File: src/rtl/irq_sel_pkg.sv
package irq_sel_pkg;
  localparam int PRIO_W = 8;
  localparam int RUN_W  = PRIO_W + 1;
  localparam int ID_W   = 10;
  localparam logic [ID_W-1:0]  SPUR_ID  = 10'd1023;
  localparam logic [RUN_W-1:0] IDLE_RUN = 9'h100;
endpackage

File: src/rtl/irq_scan_ctrl.sv
module irq_scan_ctrl #(
  parameter int NUM_IRQ = 64,
  localparam int CNT_W = (NUM_IRQ > 1) ? $clog2(NUM_IRQ) : 1
) (
  input  logic             clk,
  input  logic             rst_n,
  output logic [CNT_W-1:0] cnt,
  output logic             first,
  output logic             last
);
  localparam logic [CNT_W-1:0] LAST_CNT = CNT_W'(NUM_IRQ - 1);

  logic [CNT_W-1:0] cnt_q, cnt_d;

  assign first = (cnt_q == '0);
  assign last  = (cnt_q == LAST_CNT);
  assign cnt   = cnt_q;

  always_comb begin
    if (last) cnt_d = '0;
    else      cnt_d = cnt_q + 1'b1;
  end

  always_ff @(posedge clk or negedge rst_n) begin
    if (!rst_n) cnt_q <= '0;
    else        cnt_q <= cnt_d;
  end
endmodule

File: src/rtl/irq_best_track.sv
module irq_best_track
  import irq_sel_pkg::*;
(
  input  logic              clk,
  input  logic              rst_n,
  input  logic              first,
  input  logic              cand,
  input  logic [PRIO_W-1:0] cand_prio,
  input  logic [ID_W-1:0]   cand_id,
  output logic [RUN_W-1:0]  win_prio,
  output logic [ID_W-1:0]   win_id
);
  logic [RUN_W-1:0] best_prio_q;
  logic [ID_W-1:0]  best_id_q;
  logic [RUN_W-1:0] base_prio;
  logic [ID_W-1:0]  base_id;
  logic             take;

  always_comb begin
    base_prio = first ? IDLE_RUN : best_prio_q;
    base_id   = first ? SPUR_ID  : best_id_q;
    take      = cand && ({1'b0, cand_prio} < base_prio);
    win_prio  = take ? {1'b0, cand_prio} : base_prio;
    win_id    = take ? cand_id : base_id;
  end

  always_ff @(posedge clk or negedge rst_n) begin
    if (!rst_n) begin
      best_prio_q <= IDLE_RUN;
      best_id_q   <= SPUR_ID;
    end else begin
      best_prio_q <= win_prio;
      best_id_q   <= win_id;
    end
  end
endmodule

File: src/rtl/irq_req_gate.sv
module irq_req_gate
  import irq_sel_pkg::*;
(
  input  logic              allow,
  input  logic [RUN_W-1:0]  win_prio,
  input  logic [ID_W-1:0]   win_id,
  input  logic [PRIO_W-1:0] mask,
  input  logic [RUN_W-1:0]  run,
  output logic [ID_W-1:0]   out_id,
  output logic              out_req
);
  logic unmasked;

  always_comb begin
    unmasked = allow && (win_prio < {1'b0, mask});
    out_id   = unmasked ? win_id : SPUR_ID;
    out_req  = unmasked && (win_prio < run);
  end
endmodule

File: src/rtl/irq_prio_select.sv
module irq_prio_select
  import irq_sel_pkg::*;
#(
  parameter int NUM_IRQ  = 64,
  parameter int NUM_PROC = 4
) (
  input  logic                       clk,
  input  logic                       rst_n,
  input  logic                       dist_en,
  input  logic [NUM_PROC-1:0]        proc_en,
  input  logic [NUM_PROC*NUM_IRQ-1:0] irq_enable,
  input  logic [NUM_PROC*NUM_IRQ-1:0] irq_pending,
  input  logic [NUM_IRQ*PRIO_W-1:0]  irq_prio,
  input  logic [NUM_PROC*PRIO_W-1:0] prio_mask,
  input  logic [NUM_PROC*RUN_W-1:0]  run_prio,
  output logic [NUM_PROC*ID_W-1:0]   best_id,
  output logic [NUM_PROC-1:0]        irq_req,
  output logic                       scan_done,
  output logic                       result_valid
);
  localparam int CNT_W = (NUM_IRQ > 1) ? $clog2(NUM_IRQ) : 1;

  // reset: asserted asynchronously, released on the clock
  logic rst_s1_q, rst_s2_q;
  always_ff @(posedge clk or negedge rst_n) begin
    if (!rst_n) begin
      rst_s1_q <= 1'b0;
      rst_s2_q <= 1'b0;
    end else begin
      rst_s1_q <= 1'b1;
      rst_s2_q <= rst_s1_q;
    end
  end

  logic [CNT_W-1:0]  cnt;
  logic              first, last;
  logic [PRIO_W-1:0] cur_prio;
  logic [ID_W-1:0]   cur_id;

  irq_scan_ctrl #(.NUM_IRQ(NUM_IRQ)) u_ctrl (
    .clk   (clk),
    .rst_n (rst_s2_q),
    .cnt   (cnt),
    .first (first),
    .last  (last)
  );

  assign cur_prio = irq_prio[cnt*PRIO_W +: PRIO_W];
  assign cur_id   = ID_W'(cnt);

  logic [NUM_PROC*ID_W-1:0] gate_id;
  logic [NUM_PROC-1:0]      gate_req;

  for (genvar p = 0; p < NUM_PROC; p++) begin : g_proc
    logic [NUM_IRQ-1:0] en_row, pend_row;
    logic               cand;
    logic [RUN_W-1:0]   win_prio;
    logic [ID_W-1:0]    win_id;

    assign en_row   = irq_enable[p*NUM_IRQ +: NUM_IRQ];
    assign pend_row = irq_pending[p*NUM_IRQ +: NUM_IRQ];
    assign cand     = en_row[cnt] & pend_row[cnt];

    irq_best_track u_track (
      .clk       (clk),
      .rst_n     (rst_s2_q),
      .first     (first),
      .cand      (cand),
      .cand_prio (cur_prio),
      .cand_id   (cur_id),
      .win_prio  (win_prio),
      .win_id    (win_id)
    );

    irq_req_gate u_gate (
      .allow    (dist_en & proc_en[p]),
      .win_prio (win_prio),
      .win_id   (win_id),
      .mask     (prio_mask[p*PRIO_W +: PRIO_W]),
      .run      (run_prio[p*RUN_W +: RUN_W]),
      .out_id   (gate_id[p*ID_W +: ID_W]),
      .out_req  (gate_req[p])
    );
  end

  // output registers, loaded once per sweep
  logic [NUM_PROC*ID_W-1:0] id_q, id_d;
  logic [NUM_PROC-1:0]      req_q, req_d;
  logic                     done_q, valid_q, valid_d;

  always_comb begin
    id_d    = id_q;
    req_d   = req_q;
    valid_d = valid_q;
    if (last) begin
      id_d    = gate_id;
      req_d   = gate_req;
      valid_d = 1'b1;
    end
  end

  always_ff @(posedge clk or negedge rst_s2_q) begin
    if (!rst_s2_q) begin
      id_q    <= {NUM_PROC{SPUR_ID}};
      req_q   <= '0;
      done_q  <= 1'b0;
      valid_q <= 1'b0;
    end else begin
      id_q    <= id_d;
      req_q   <= req_d;
      done_q  <= last;
      valid_q <= valid_d;
    end
  end

  assign best_id      = id_q;
  assign irq_req      = req_q;
  assign scan_done    = done_q;
  assign result_valid = valid_q;
endmodule

File: config.mk
export PLATFORM = sky130hd
export DESIGN_NAME = irq_prio_select
export DESIGN_NICKNAME = d
export VERILOG_FILES = /design/src/rtl/irq_sel_pkg.sv /design/src/rtl/irq_scan_ctrl.sv /design/src/rtl/irq_best_track.sv /design/src/rtl/irq_req_gate.sv /design/src/rtl/irq_prio_select.sv
export SDC_FILE = /design/constraint.sdc
export NUM_CORES = 1
export LEC_CHECK = 0
export BUFFER_PORTS_ARGS = -buffer_cell sky130_fd_sc_hd__buf_4
export CAP_MARGIN = 10
export CORE_AREA = 2 2 447 449
export DETAILED_ROUTE_END_ITERATION = 10
export DIE_AREA = 0 0 449 451
export MAX_ROUTING_LAYER = met4
export SYNTH_ARGS = -nofsm -noshare
export SYNTH_HDL_FRONTEND = slang
export SYNTH_SLANG_ARGS = --single-unit
File: constraint.sdc
create_clock -name clk -period 4.2 [get_ports clk]
set_input_delay 0.84 -clock clk [delete_from_list [all_inputs] [get_ports clk]]
set_output_delay 0.84 -clock clk [all_outputs]
set_load 0.05 [all_outputs]
Word-level counts from Yosys, hierarchy flattened
Cells that the tools add are included.

word-level totals
  bits in registers = 130
  input port bits = 1099
  output and inout bits = 46
  word-level logic and storage cells = 89

operators by class
  add/subtract/negate cells = 1
  magnitude comparators = 13
  eq/ne operators = 1
  shifts and indexed selects = 1
  multiplexer cells = 37
  bitwise logic cells = 8
  reduce and logical (&&, ||, !) cells = 13

operators by type and width
  kind                                                                           number
  512-bit by 10-bit variable part select with 8-bit output                       1
  10-bit two-way mux                                                             12
  9-bit two-way mux                                                              8
  1-bit binary-select mux with 6-bit select                                      8
  8-bit by 9-bit less-than comparator with 1-bit output                          4
  9-bit by 8-bit less-than comparator with 1-bit output                          4
  9-bit less-than comparator                                                     4
  1-bit logical AND                                                              12
  1-bit AND                                                                      8
  1-bit two-way mux                                                              8
  6-bit by 7-bit less-than comparator with 1-bit output (second input constant)  1
  6-bit by 1-bit adder with 6-bit output (second input constant)                 1
  6-bit == test (second input constant)                                          1
  6-bit logical NOT                                                              1
  6-bit two-way mux                                                              1

Depth between registers and ports, before layout
  depth in word-level cells = 8
  depth in mapped cells = 33
  mapped depth without buffers = 24

Modules after synthesis
From an unflattened synthesis, not the netlist that was laid out.

second synthesis, totals
  cells, all modules = 1600
  area, all modules = 15518.6 um2

by module, submodules not included
  module           times used  cells each  area each (um2)  seq. area each (um2)
  irq_prio_select  1           935         9112.5           1251.2
  irq_best_track   4           96          1042.2           489.2
  irq_req_gate     4           64          489.2            0.0
  irq_scan_ctrl    1           25          280.3            150.1

Worst setup path after synthesis
Ideal clock, no wire load.

  path type = reg2reg
  start = register u_ctrl.cnt_q[0] (netlist: u_ctrl.cnt[0])
  end = register id_q[6] (netlist: best_id[6])
  setup time = 0.080 ns
  data arrival time = 7.213 ns
  required time = 4.120 ns
  setup slack = -3.093 ns
  stages on the path, launching flop included = 29
  buffers on the path = 6
  period minus slack after synthesis = 7.293 ns
  path through = dfrtp_1 > buf_6 > buf_8 > buf_6 > clkbuf_1 > buf_2 > mux4_2 > mux4_2 > mux4_2 > ha_1 > a211o_1 > a21oi_1 > o21ai_0 > o211ai_1 > nand3_1 > a2111oi_4 > nor2b_1 > clkbuf_1 > o21ai_0 > ha_1 > a21o_1 > a21o_1 > a21o_1 > a21o_1 > a21o_1 > a2111oi_0 > o21a_1 > a32oi_1 > o22a_1

on the way
  cells in the longest elaborated chain, start to end = 8
  elaborated cells between the ends (all ways) = 17
  those cells by class = 2 x order compare; 1 x eq/ne; 1 x shift; 9 x mux; 1 x bitwise; 3 x reduce/logical

ends and longest elaborated chain
  element                                                                                        RTL line                source
  start: declaration                                                                             irq_scan_ctrl.sv:13     logic [CNT_W-1:0] cnt_q, cnt_d;
  start signal: assignment                                                                       irq_scan_ctrl.sv:26     else cnt_q <= cnt_d;
  branches (longest 4 deep; another with 8-bit by 9-bit less-than comparator with 1-bit output)  n/a
  9-bit two-way mux (*)                                                                          irq_best_track.sv:23    win_prio = take ? {1'b0, cand_prio} : base_prio;
  via g_proc[0].u_gate.win_prio[2]                                                               irq_req_gate.sv:5       input logic [RUN_W-1:0] win_prio,
  9-bit by 8-bit less-than comparator with 1-bit output (*)                                      irq_req_gate.sv:15      unmasked = allow && (win_prio < {1'b0, mask});
  1-bit logical AND (*)                                                                          irq_req_gate.sv:15
  10-bit two-way mux (*)                                                                         irq_req_gate.sv:16      out_id = unmasked ? win_id : SPUR_ID;
  end signal: assignment                                                                         irq_prio_select.sv:104  id_q <= {NUM_PROC{SPUR_ID}};
  end signal: assignment                                                                         irq_prio_select.sv:109  id_q <= id_d;
  end: declaration                                                                               irq_prio_select.sv:87   logic [NUM_PROC*ID_W-1:0] id_q, id_d;

Mark *: on every way through the listed nets, which the timed path passes. The select of a mux whose other input is x is not followed.
A chain may end at the register's enable or synchronous reset.

Worst setup path in the final report
  start = register u_ctrl.cnt_q[0] (netlist: u_ctrl.cnt[0])
  end = register id_q[1] (netlist: best_id[1])

Same word-level chain as after synthesis.

==> run summary <==
Status: complete, but fails checks
Failing checks: setup timing
Via count: 19.8k
Standard-cell rows: 164
Fin worst setup slack: -2530 ps
Grt ovf: 0
CP endpoint kind: register
Startpoint types: register
Mapped Cells: 1542
Worst-Margin Slew: 967 ps
Worst R2R Path Depth: 25
RSZ-0062 raised after global routing: true
Starting Density: 7.46%
Slew Viols, Final: 0
# DRC: 0
CP peak stage delay: 650 ps
Post-DRT Antenna Nets: 0
First-pass GRT wire length: 196000 um
Hold crit path type: input port to async pin
Clock transition at path regs: 90 ps
Fin area: 0.0320 mm2
Synth Flop Type: dfstp_2
Setup slack, reg-to-reg: -2530 ps
Yosys cell types: 79
Number of vias per cell: 3.48
Rel. slew slack: 35.5%
Post-synthesis cell area: 0.0148 mm2
Worst-path maximum fanout: 7
Fillers: 22.4k
Placed instance area: 0.0290 mm2
Register area share after synthesis: 22.7%
Die Width: 449 um
Avg WL per Cell: 27.2 um
Hold Violations, Final: 0
Setup Crit Path Kind: register to register
Leakage: 13.8 nW
GRT Total Usage: 15.1%
Mean Syn Cell Area: 9.59 um2
H-tree Lvls: 4
Critical Path Source: u_ctrl.cnt[0]
WP data arrival: 7160 ps
P per Cell Area: 247 mW/mm2
CP max stage cell: mux4_2
Layout cell share with drive strength beyond 1: 66.9%
CTS sink cnt: 130
Cts bufs inserted: 17
Vias in the first global route: 20.7k
Clock root buffer: clkbuf_16
Final worst path period need: 6730 ps
Antenna violations before repair: 54
Final Cycle Share: 160%
Clock buffer depth: 2
CTS tree: built
Final core occ: 16.2%
Ys Warns: 0
Final wirelength: 154000 um
First DRT Iteration DRCs: 1314
Nets: 4168
Max Clk Rate: 0.148 GHz
Core Box Area: 0.198 mm2
Number of synthesized flops with an enable pin: 0
Asr flop ratio synth: 100%
Pin count of the biggest net entering global routing: 67
Worst EP required: 4620 ps
Placer Congestion: 0.950
Vert. Die Dim: 451 um
CTS Hold Bufs: 0
Yosys reg bits: 130
RR Startpoint: u_ctrl.cnt[0]
Die area: 0.202 mm2
I/O Buffers: 1144
Reg2Reg Capture Point: best_id[1]
Worst clock skew: 32.8 ps
Synthesis-to-finish area growth: 117%
Post-DP HPWL: 135000 um
Io pins: 1145
Clock Latency Late Sink: 520 ps
Maxcap violations: 0
Total iterations of the first detailed-routing run: 5
Final setup viols: 119
Synth Net Count: 2731
Max VDD drop: 0.000304 V
-- sequential cells by signal (all words and copies together), names as in the netlist, 4 cells and up --
name                        cells
g_proc.u_track.best_prio_q     36
g_proc.u_track.best_id_q       40
u_ctrl.cnt                      6
irq_req                         4
best_id                        40
-- stage by stage --
step	hold slack (ps)	TNS, ps	power [mW]	cells	worst slack [ps]
2_1_floorplan	331	-97010	3.18	1542	-2040
3_3_place_gp	336	-210920	5.21	5518	-3220
3_5_place_dp	363	-209870	5.25	5518	-3240
4_1_cts	47.0	-177360	7.55	5615	-2610
5_1_grt	74.4	-197060	8.43	5666	-2740
6_report	115	-177670	7.90	5671	-2530
-- worst max-delay path by stage --
stage,slack [ps],cells past startpoint,to
finish,-2530,25,best_id[1]
global route,-2740,25,best_id[1]
CTS,-2610,26,best_id[1]
detailed placement,-3240,27,best_id[14]
global placement,-3220,27,best_id[15]
floorplan,-2040,28,best_id[0]
-- cells in the final DEF, fill, tap and decap left out, types with 14 or more instances in the layout --
cell type,instances
ha_4,26
nand3b_1,18
nand3_1,79
o21ai_4,14
ha_1,60
nand4_1,23
o21ai_1,18
buf_12,54
a31oi_1,20
clkbuf_16,21
dfstp_2,84
o21ai_0,65
a21oi_2,21
nand2_1,212
dfrtp_1,40
inv_1,77
diode_2,23
nor2_1,68
buf_4,1404
a21o_1,32
o211ai_1,44
o22a_1,25
mux4_2,168
buf_6,53
a21oi_1,41
-- worst max-delay path, delay by kind of cell, from the launching register on --
kind	cells	cell delay (ps)
compound gates	13	2560
fa+ha+maj	2	560
buf+inv	4	720
flops	1	450
mux	3	1830
simple gates	3	460
-- area by class of cell --
type	count	area, um2	share of cell area, %
Tap cell	2656	3320	10.4
Antenna cell	23	57.6	0.180
Sequential cell	130	3380	10.6
Clock buffer	18	429	1.34
Clock inverter	14	154	0.480
Multi-Input combinational cell	1218	11800	36.7
Inverter	81	307	0.957
Timing Repair Buffer	1531	12600	39.4
-- kinds of logic (layout without fill, tap and decap cells) --
family | after synthesis | after routing | share of synthesized area (%)
fa+ha+maj | 90 | 90 | 7.61
mux | 191 | 191 | 27.9
compound gates | 417 | 417 | 18.9
xor+xnor | 3 | 3 | 0.178
simple gates | 516 | 516 | 16.3
flops | 130 | 130 | 22.7
buf+inv | 194 | 1644 | 6.29
other cells | 1 | 24 | 0.0253
-- cell usage after synthesis (23+ instances only) --
master / n / area, um2
dfrtp_1: 46 / 1150
o21ai_0: 108 / 541
dfstp_2: 84 / 2210
a21o_1: 33 / 248
buf_2: 32 / 160
mux4_2: 168 / 3780
a21oi_1: 64 / 320
nand2_1: 237 / 890
o22a_1: 25 / 219
inv_1: 79 / 297
nand4_1: 23 / 144
a31oi_1: 25 / 156
o211ai_1: 44 / 330
ha_1: 90 / 1130
nand3_1: 88 / 440
clkbuf_1: 45 / 169
nor2_1: 77 / 289
-- routing by layer --
layer  part of all wire [%]  GRT usage (%)
met4                    3.9           5.05
met5                      0              -
met1                     39           17.0
met3                    5.0           2.49
met2                     52           26.9
-- power by group --
group / internal (mW) / switching [mW]
combinational: 2.54 / 2.07
clock: 0.880 / 0.724
sequential: 1.57 / 0.116
-- what timing repair did --
| item | 4_1_cts | 5_1_grt |
|---|---|---|
| buffers inserted | 59 | 44 |
| gates resized for setup | 214 | 128 |
| endpoints found under the hold margin | 0 | 0 |
| cloned | 8 | 2 |
| endpoints found under the setup margin | 119 | 119 |
| pin swaps | 74 | 76 |
Note: power is estimated with default switching activity, not from simulation.
